`src/rtl/monctl_pkg.sv`:
```
// Package: shared address map, bit positions and the control field type.
// Assumes an 8-bit register address space.
package monctl_pkg;

    localparam int unsigned ADDR_W = 8;
    localparam int unsigned DATA_W = 8;

    localparam logic [ADDR_W-1:0] CTRL_ADDR = 8'h40;
    localparam logic [ADDR_W-1:0] BANK_LO   = 8'h5C;
    localparam logic [ADDR_W-1:0] BANK_HI   = 8'h6E;

    localparam int unsigned BIT_START = 0;
    localparam int unsigned BIT_LOCK  = 1;
    localparam int unsigned BIT_READY = 2;
    localparam int unsigned BIT_OVR   = 3;

    // Live control state held by the register.
    typedef struct packed {
        logic ovr;
        logic ready;
        logic lock;
        logic start;
    } ctrl_t;

    localparam ctrl_t CTRL_RESET = '{ovr: 1'b0, ready: 1'b0, lock: 1'b0, start: 1'b0};

endpackage

```
`src/rtl/monctl_addr_decode.sv`:
```
// Module: address decoder. Flags a hit on the control register and a hit
// anywhere in the inclusive parameter-bank window. Purely combinational;
// assumes LO <= HI.
module monctl_addr_decode #(
    parameter int unsigned             AW      = 8,
    parameter logic [AW-1:0]           CTRL_AT = 8'h40,
    parameter logic [AW-1:0]           LO      = 8'h5C,
    parameter logic [AW-1:0]           HI      = 8'h6E
) (
    input  logic [AW-1:0] addr,
    output logic          hit_ctrl,
    output logic          hit_bank
);

    // Compare the address against the register and the window bounds.
    always_comb begin
        hit_ctrl = (addr == CTRL_AT);
        hit_bank = (addr >= LO) && (addr <= HI);
    end

endmodule

```
`src/rtl/monctl_ready_sync.sv`:
```
// Module: ready flag. Brings an asynchronous converter-good level through
// SYNC_STAGES flops, then captures it into a sticky flag that only reset
// clears. Assumes the input stays high long enough to pass the flops.
module monctl_ready_sync #(
    parameter int unsigned SYNC_STAGES = 2
) (
    input  logic clk,
    input  logic rst_n,
    input  logic async_in,
    output logic ready_o
);

    logic [SYNC_STAGES-1:0] chain_q;
    logic                   ready_q;

    // Shift the raw level through the synchroniser chain.
    generate
        if (SYNC_STAGES == 1) begin : g_one
            always_ff @(posedge clk) begin
                if (!rst_n) chain_q <= '0;
                else        chain_q <= async_in;
            end
        end else begin : g_many
            always_ff @(posedge clk) begin
                if (!rst_n) chain_q <= '0;
                else        chain_q <= {chain_q[SYNC_STAGES-2:0], async_in};
            end
        end
    endgenerate

    // Latch the synchronised level; never falls until reset.
    always_ff @(posedge clk) begin
        if (!rst_n)                    ready_q <= 1'b0;
        else if (chain_q[SYNC_STAGES-1]) ready_q <= 1'b1;
    end

    assign ready_o = ready_q;

endmodule

```
`src/rtl/monctl_ctrl_reg.sv`:
```
// Module: control bits. Start and override load on every control write;
// the lock only ever sets from a control write and clears on reset alone.
// Assumes wr_hit is already qualified by the write strobe.
module monctl_ctrl_reg #(
    parameter int unsigned DW = 8
) (
    input  logic          clk,
    input  logic          rst_n,
    input  logic          wr_hit,
    input  logic [DW-1:0] wdata,
    output logic          start_o,
    output logic          lock_o,
    output logic          ovr_o
);
    import monctl_pkg::*;

    logic start_q, lock_q, ovr_q;
    logic unused_wbits;

    // Start and override: freely writable, lock has no say.
    always_ff @(posedge clk) begin
        if (!rst_n) begin
            start_q <= 1'b0;
            ovr_q   <= 1'b0;
        end else if (wr_hit) begin
            start_q <= wdata[BIT_START];
            ovr_q   <= wdata[BIT_OVR];
        end
    end

    // Lock: set-only, so a written zero is simply not acted on.
    always_ff @(posedge clk) begin
        if (!rst_n)                         lock_q <= 1'b0;
        else if (wr_hit && wdata[BIT_LOCK]) lock_q <= 1'b1;
    end

    assign unused_wbits = ^{wdata[DW-1:BIT_OVR+1], wdata[BIT_READY]};
    assign start_o = start_q;
    assign lock_o  = lock_q;
    assign ovr_o   = ovr_q;

endmodule

```
`src/rtl/monctl_lockreg.sv`:
```
// Module: top of the lockable fan-monitor control register. Decodes the
// bus, holds the control bits, gates bank writes with the lock and folds
// the override into per-channel run permissions. Single clock; reset is
// the power-on reset and is synchronous, active low.
module monctl_lockreg #(
    parameter int unsigned NCH         = 4,
    parameter int unsigned SYNC_STAGES = 2
) (
    input  logic                          clk,
    input  logic                          rst_n,
    input  logic [monctl_pkg::ADDR_W-1:0] bus_addr,
    input  logic                          bus_wr,
    input  logic [monctl_pkg::DATA_W-1:0] bus_wdata,
    output logic [monctl_pkg::DATA_W-1:0] bus_rdata,
    input  logic                          hw_ready_in,
    input  logic [NCH-1:0]                pwm_ch_disable,
    output logic                          use_prog_params,
    output logic                          bank_wr_protect,
    output logic                          bank_wr_en,
    output logic                          force_full_duty,
    output logic [NCH-1:0]                pwm_ch_run
);
    import monctl_pkg::*;

    localparam int unsigned RSV_W = DATA_W - 4;

    logic  hit_ctrl, hit_bank;
    logic  start_b, lock_b, ovr_b, ready_flag;
    ctrl_t ctrl;

    monctl_addr_decode #(
        .AW(ADDR_W), .CTRL_AT(CTRL_ADDR), .LO(BANK_LO), .HI(BANK_HI)
    ) u_dec (
        .addr(bus_addr), .hit_ctrl(hit_ctrl), .hit_bank(hit_bank)
    );

    monctl_ctrl_reg #(.DW(DATA_W)) u_ctrl (
        .clk(clk), .rst_n(rst_n), .wr_hit(bus_wr && hit_ctrl),
        .wdata(bus_wdata), .start_o(start_b), .lock_o(lock_b), .ovr_o(ovr_b)
    );

    monctl_ready_sync #(.SYNC_STAGES(SYNC_STAGES)) u_rdy (
        .clk(clk), .rst_n(rst_n), .async_in(hw_ready_in), .ready_o(ready_flag)
    );

    // Gather the live bits into the register view.
    always_comb begin
        ctrl       = CTRL_RESET;
        ctrl.start = start_b;
        ctrl.lock  = lock_b;
        ctrl.ready = ready_flag;
        ctrl.ovr   = ovr_b;
    end

    // Read mux: the control register at its address, zero elsewhere.
    always_comb begin
        bus_rdata = '0;
        if (hit_ctrl) bus_rdata = {{RSV_W{1'b0}}, ctrl};
    end

    // Side-band controls and the lock-gated bank write enable.
    always_comb begin
        use_prog_params = ctrl.start;
        bank_wr_protect = ctrl.lock;
        force_full_duty = ctrl.ovr;
        bank_wr_en      = bus_wr && hit_bank && !ctrl.lock;
    end

    // Per-channel run permission: override wins over the disabled mode.
    generate
        for (genvar c = 0; c < NCH; c++) begin : g_ch
            assign pwm_ch_run[c] = ctrl.ovr || !pwm_ch_disable[c];
        end
    endgenerate

endmodule

```
`config.mk`:
```
export PLATFORM = sky130hd
export DESIGN_NAME = monctl_lockreg
export DESIGN_NICKNAME = d
export VERILOG_FILES = /design/src/rtl/monctl_pkg.sv /design/src/rtl/monctl_addr_decode.sv /design/src/rtl/monctl_ready_sync.sv /design/src/rtl/monctl_ctrl_reg.sv /design/src/rtl/monctl_lockreg.sv
export SDC_FILE = /design/constraint.sdc
export NUM_CORES = 1
export LEC_CHECK = 0
export CAP_MARGIN = 25
export CORE_AREA = 8 8 45 47
export CTS_BUF_LIST = sky130_fd_sc_hd__clkbuf_4
export DETAILED_ROUTE_END_ITERATION = 12
export DIE_AREA = 0 0 53 55
export PLACE_DENSITY_LB_ADDON = 0.08
export SYNTH_ARGS = -nofsm -noshare
export SYNTH_HDL_FRONTEND = slang
export SYNTH_SLANG_ARGS = --single-unit
```
`constraint.sdc`:
```
create_clock -name clk -period 2.39 [get_ports clk]
set_input_delay 0.3585 -clock clk [delete_from_list [all_inputs] [get_ports clk]]
set_output_delay 0.3585 -clock clk [all_outputs]
set_load 0.01 [all_outputs]
```
==> results_dict.tcl <==
set metrics [dict create \
    status "finished clean" \
    ys_async_sr_fraction 0 \
    fin_hold_ws_ns 0.426 \
    cts-root-buf "clkbuf_4" \
    clock_path_buffers 2 \
    clkTransAtPathRegs_ns 0.05 \
    first_pass_iters 4 \
    hold_buffers 0 \
    synth_cell_types 18 \
    fin_setup_tns_ns 0 \
    power.total_mw 0.257 \
    syn_to_final_growth_pct 107 \
    initial_core_util 0.255 \
    setup_viol 0 \
    crit_buf_inv 3 \
    netlist.area_leader.share 0.340 \
    viasPerCell 4.41 \
    layout_min_cycle_time_ns 2.34 \
    die_h_um 55 \
    clock_latency_ns 0.24 \
    yosys.area.top_type "dfxtp_1" \
    grt_pass1_wl_um 1930 \
    wire_per_inst_um 12.9 \
    vias 423 \
    path_delay_family "buffers and inverters" \
    antenna_cells 0 \
    yosys.area_share.simple 0.426 \
    yosysWarnings 0 \
    ff2ff_setup_slack_ns 1.73 \
    synth.area.mux_share 0.0567 \
    postLayoutCellArea_um2 732 \
    die_area_mm2 0.00292 \
    synth-compound-area-share 0.0603 \
    cpPeakStageDelay_ns 0.46 \
    synthesis.area_um2 353 \
    htree_levels 1 \
    fmax_ghz 0.428 \
    powerDensity_mw_per_mm2 351 \
    cp.required_ns 2.03 \
    setup_ws_ns 0.0542 \
    drcViolationCount 0 \
    ys_top_cells_by_count "and2_1 (6), dfxtp_1 (6), nand2_1 (6)" \
    layout.nets 106 \
    ir_drop_uv 259 \
    drive_gt1_frac 0.200 \
    cts_tree "yes" \
    synth-seq-area-share 0.340 \
    cp_slowest_cell "or4_4" \
    grt_max_degree 10 \
    grt_use_total 0.0868 \
    synthTopCellsByArea "dfxtp_1 (34%), and2_1 (11%), nand2b_1 (8.9%)" \
    r2r-end "u_ctrl.ovr_o" \
    slew_viol_final 0 \
    synth_edf_count 0 \
    fin_crit_sh 0.977 \
    critPathCapture "bus_rdata[1]" \
    final_antenna_net_count 0 \
    setup.worst_path.end_class "output port" \
    cp.arrival_ns 1.98 \
    synth_area_per_cell_um2 8.21 \
    p_leak_nw 0.342 \
    synth_xor_area_frac 0 \
    r2r_start "u_ctrl.ovr_o" \
    worstPathCellList "clkdlybuf4s50_1 -> or4_4 -> nor4_4 -> buf_4 -> and2_1 -> clkdlybuf4s15_2" \
    numCtsBuffers 3 \
    dp_slack_ns -0.485 \
    dp_hpwl_um 1060 \
    cts_setup_buffers 0 \
    cp_max_fo 3 \
    startpoint "bus_addr[2]" \
    grt_pass1_vias 453 \
    worstHoldPathType "reg -> reg" \
    synthFlopType "dfxtp_1" \
    hold_violations 0 \
    worstSetupStartpointType "primary input" \
    coreArea_mm2 0.00138 \
    dr.first_iter.drc_count 3 \
    rsz0062_at_grt "false" \
    ios 40 \
    critPathKind "in -> out" \
    drv_cap 0 \
    drt-total-wl_um 1240 \
    portBuffers 30 \
    synth_adder_area_share 0 \
    std_cell_rows 14 \
    synth-seq-cells 6 \
    gp_congestion 0.740 \
    die_w_um 53 \
    synth_cells 43 \
    r2r_cells 2 \
    path_depth 6 \
    synth_top_family_by_area "simple AND/OR/NAND/NOR gates" \
    place_area_um2 696 \
    antenna_found_initial 0 \
    cts.sinks 6 \
    grt-ovfl-total 0 \
    finClkSkew_ns 0.00487 \
]
## stage by stage
step	cells	utilization
after CTS	96	0.533
after global placement	93	0.503
final	96	0.529
after global routing	96	0.529
after floorplan	46	-
after detailed placement	93	0.503
## where the power goes
group	internal [mW]	leakage [nW]	switching (mW)	total, mW
sequential	0.103	0.0489	0.000678	0.104
clock	0.0566	0.0138	0.0334	0.0900
combinational	0.0408	0.279	0.0223	0.0630
total	0.200	0.342	0.0564	0.257
## area by class of cell
cell class | count | area (um2)
fill | 136 | 652
inverter | 1 | 3.75
sequential | 6 | 120
multi-input combinational | 34 | 221
timing repair buffer | 36 | 344
tap | 16 | 20.0
clock buffer | 3 | 22.5
## cells in the final DEF (no fill, tap or decap), drive strengths merged
master	n
clkdlybuf4s50	22
buf	8
and2	6
nand2	6
dfxtp	6
nand2b	5
conb	4
clkbuf	3
dlymetal6s2s	3
nand4	2
nor2	2
mux2i	2
clkdlybuf4s15	2
or4	1
nor4	1
nand3b	1
inv	1
a2111oi	1
or4b	1
o21a	1
o21ai	1
dlygate4sd2	1
## registers in the layout, indices dropped and copies added (netlist names)
signal,cells
u_rdy.chain_q,2
u_ctrl.ovr_o,1
u_rdy.ready_o,1
u_ctrl.lock_o,1
u_ctrl.start_o,1
## logic make-up after synthesis
kind of cell | after synthesis
muxes | 2
other | 1
and+or+nand+nor | 25
buffers and inverters | 6
AOI/OAI and AO/OA | 3
DFF | 6
## repair_timing
| item | CTS | global route |
|---|---|---|
| pin swaps | 1 | 2 |
| endpoints found under the setup margin | 5 | 4 |
| resized for setup | 15 | 5 |
## worst min-delay path by stage
stage / start / end / slack (ns) / cells after the start
5_1_grt: u_rdy.chain_q[1] / u_rdy.ready_o / 0.45 / 1
3_3_place_gp: u_rdy.chain_q[1] / u_rdy.ready_o / 0.41 / 1
4_1_cts: u_rdy.chain_q[0] / u_rdy.chain_q[1] / 0.43 / 1
6_report: u_rdy.chain_q[0] / u_rdy.chain_q[1] / 0.43 / 1
2_1_floorplan: u_rdy.chain_q[1] / u_rdy.ready_o / 0.41 / 1
3_5_place_dp: u_rdy.chain_q[1] / u_rdy.ready_o / 0.42 / 1
## metal layers
layer  global-route usage  vias up  share of wire  routed length, um
li1                     -      210              -                  -
met1               0.0910      189           0.38                475
met2                0.143       24           0.47                582
met3               0.0455        0           0.15                185
met4               0.0388        0              0                  0
met5                    0        -              0                  0
Power figures use the tool's default switching activity.
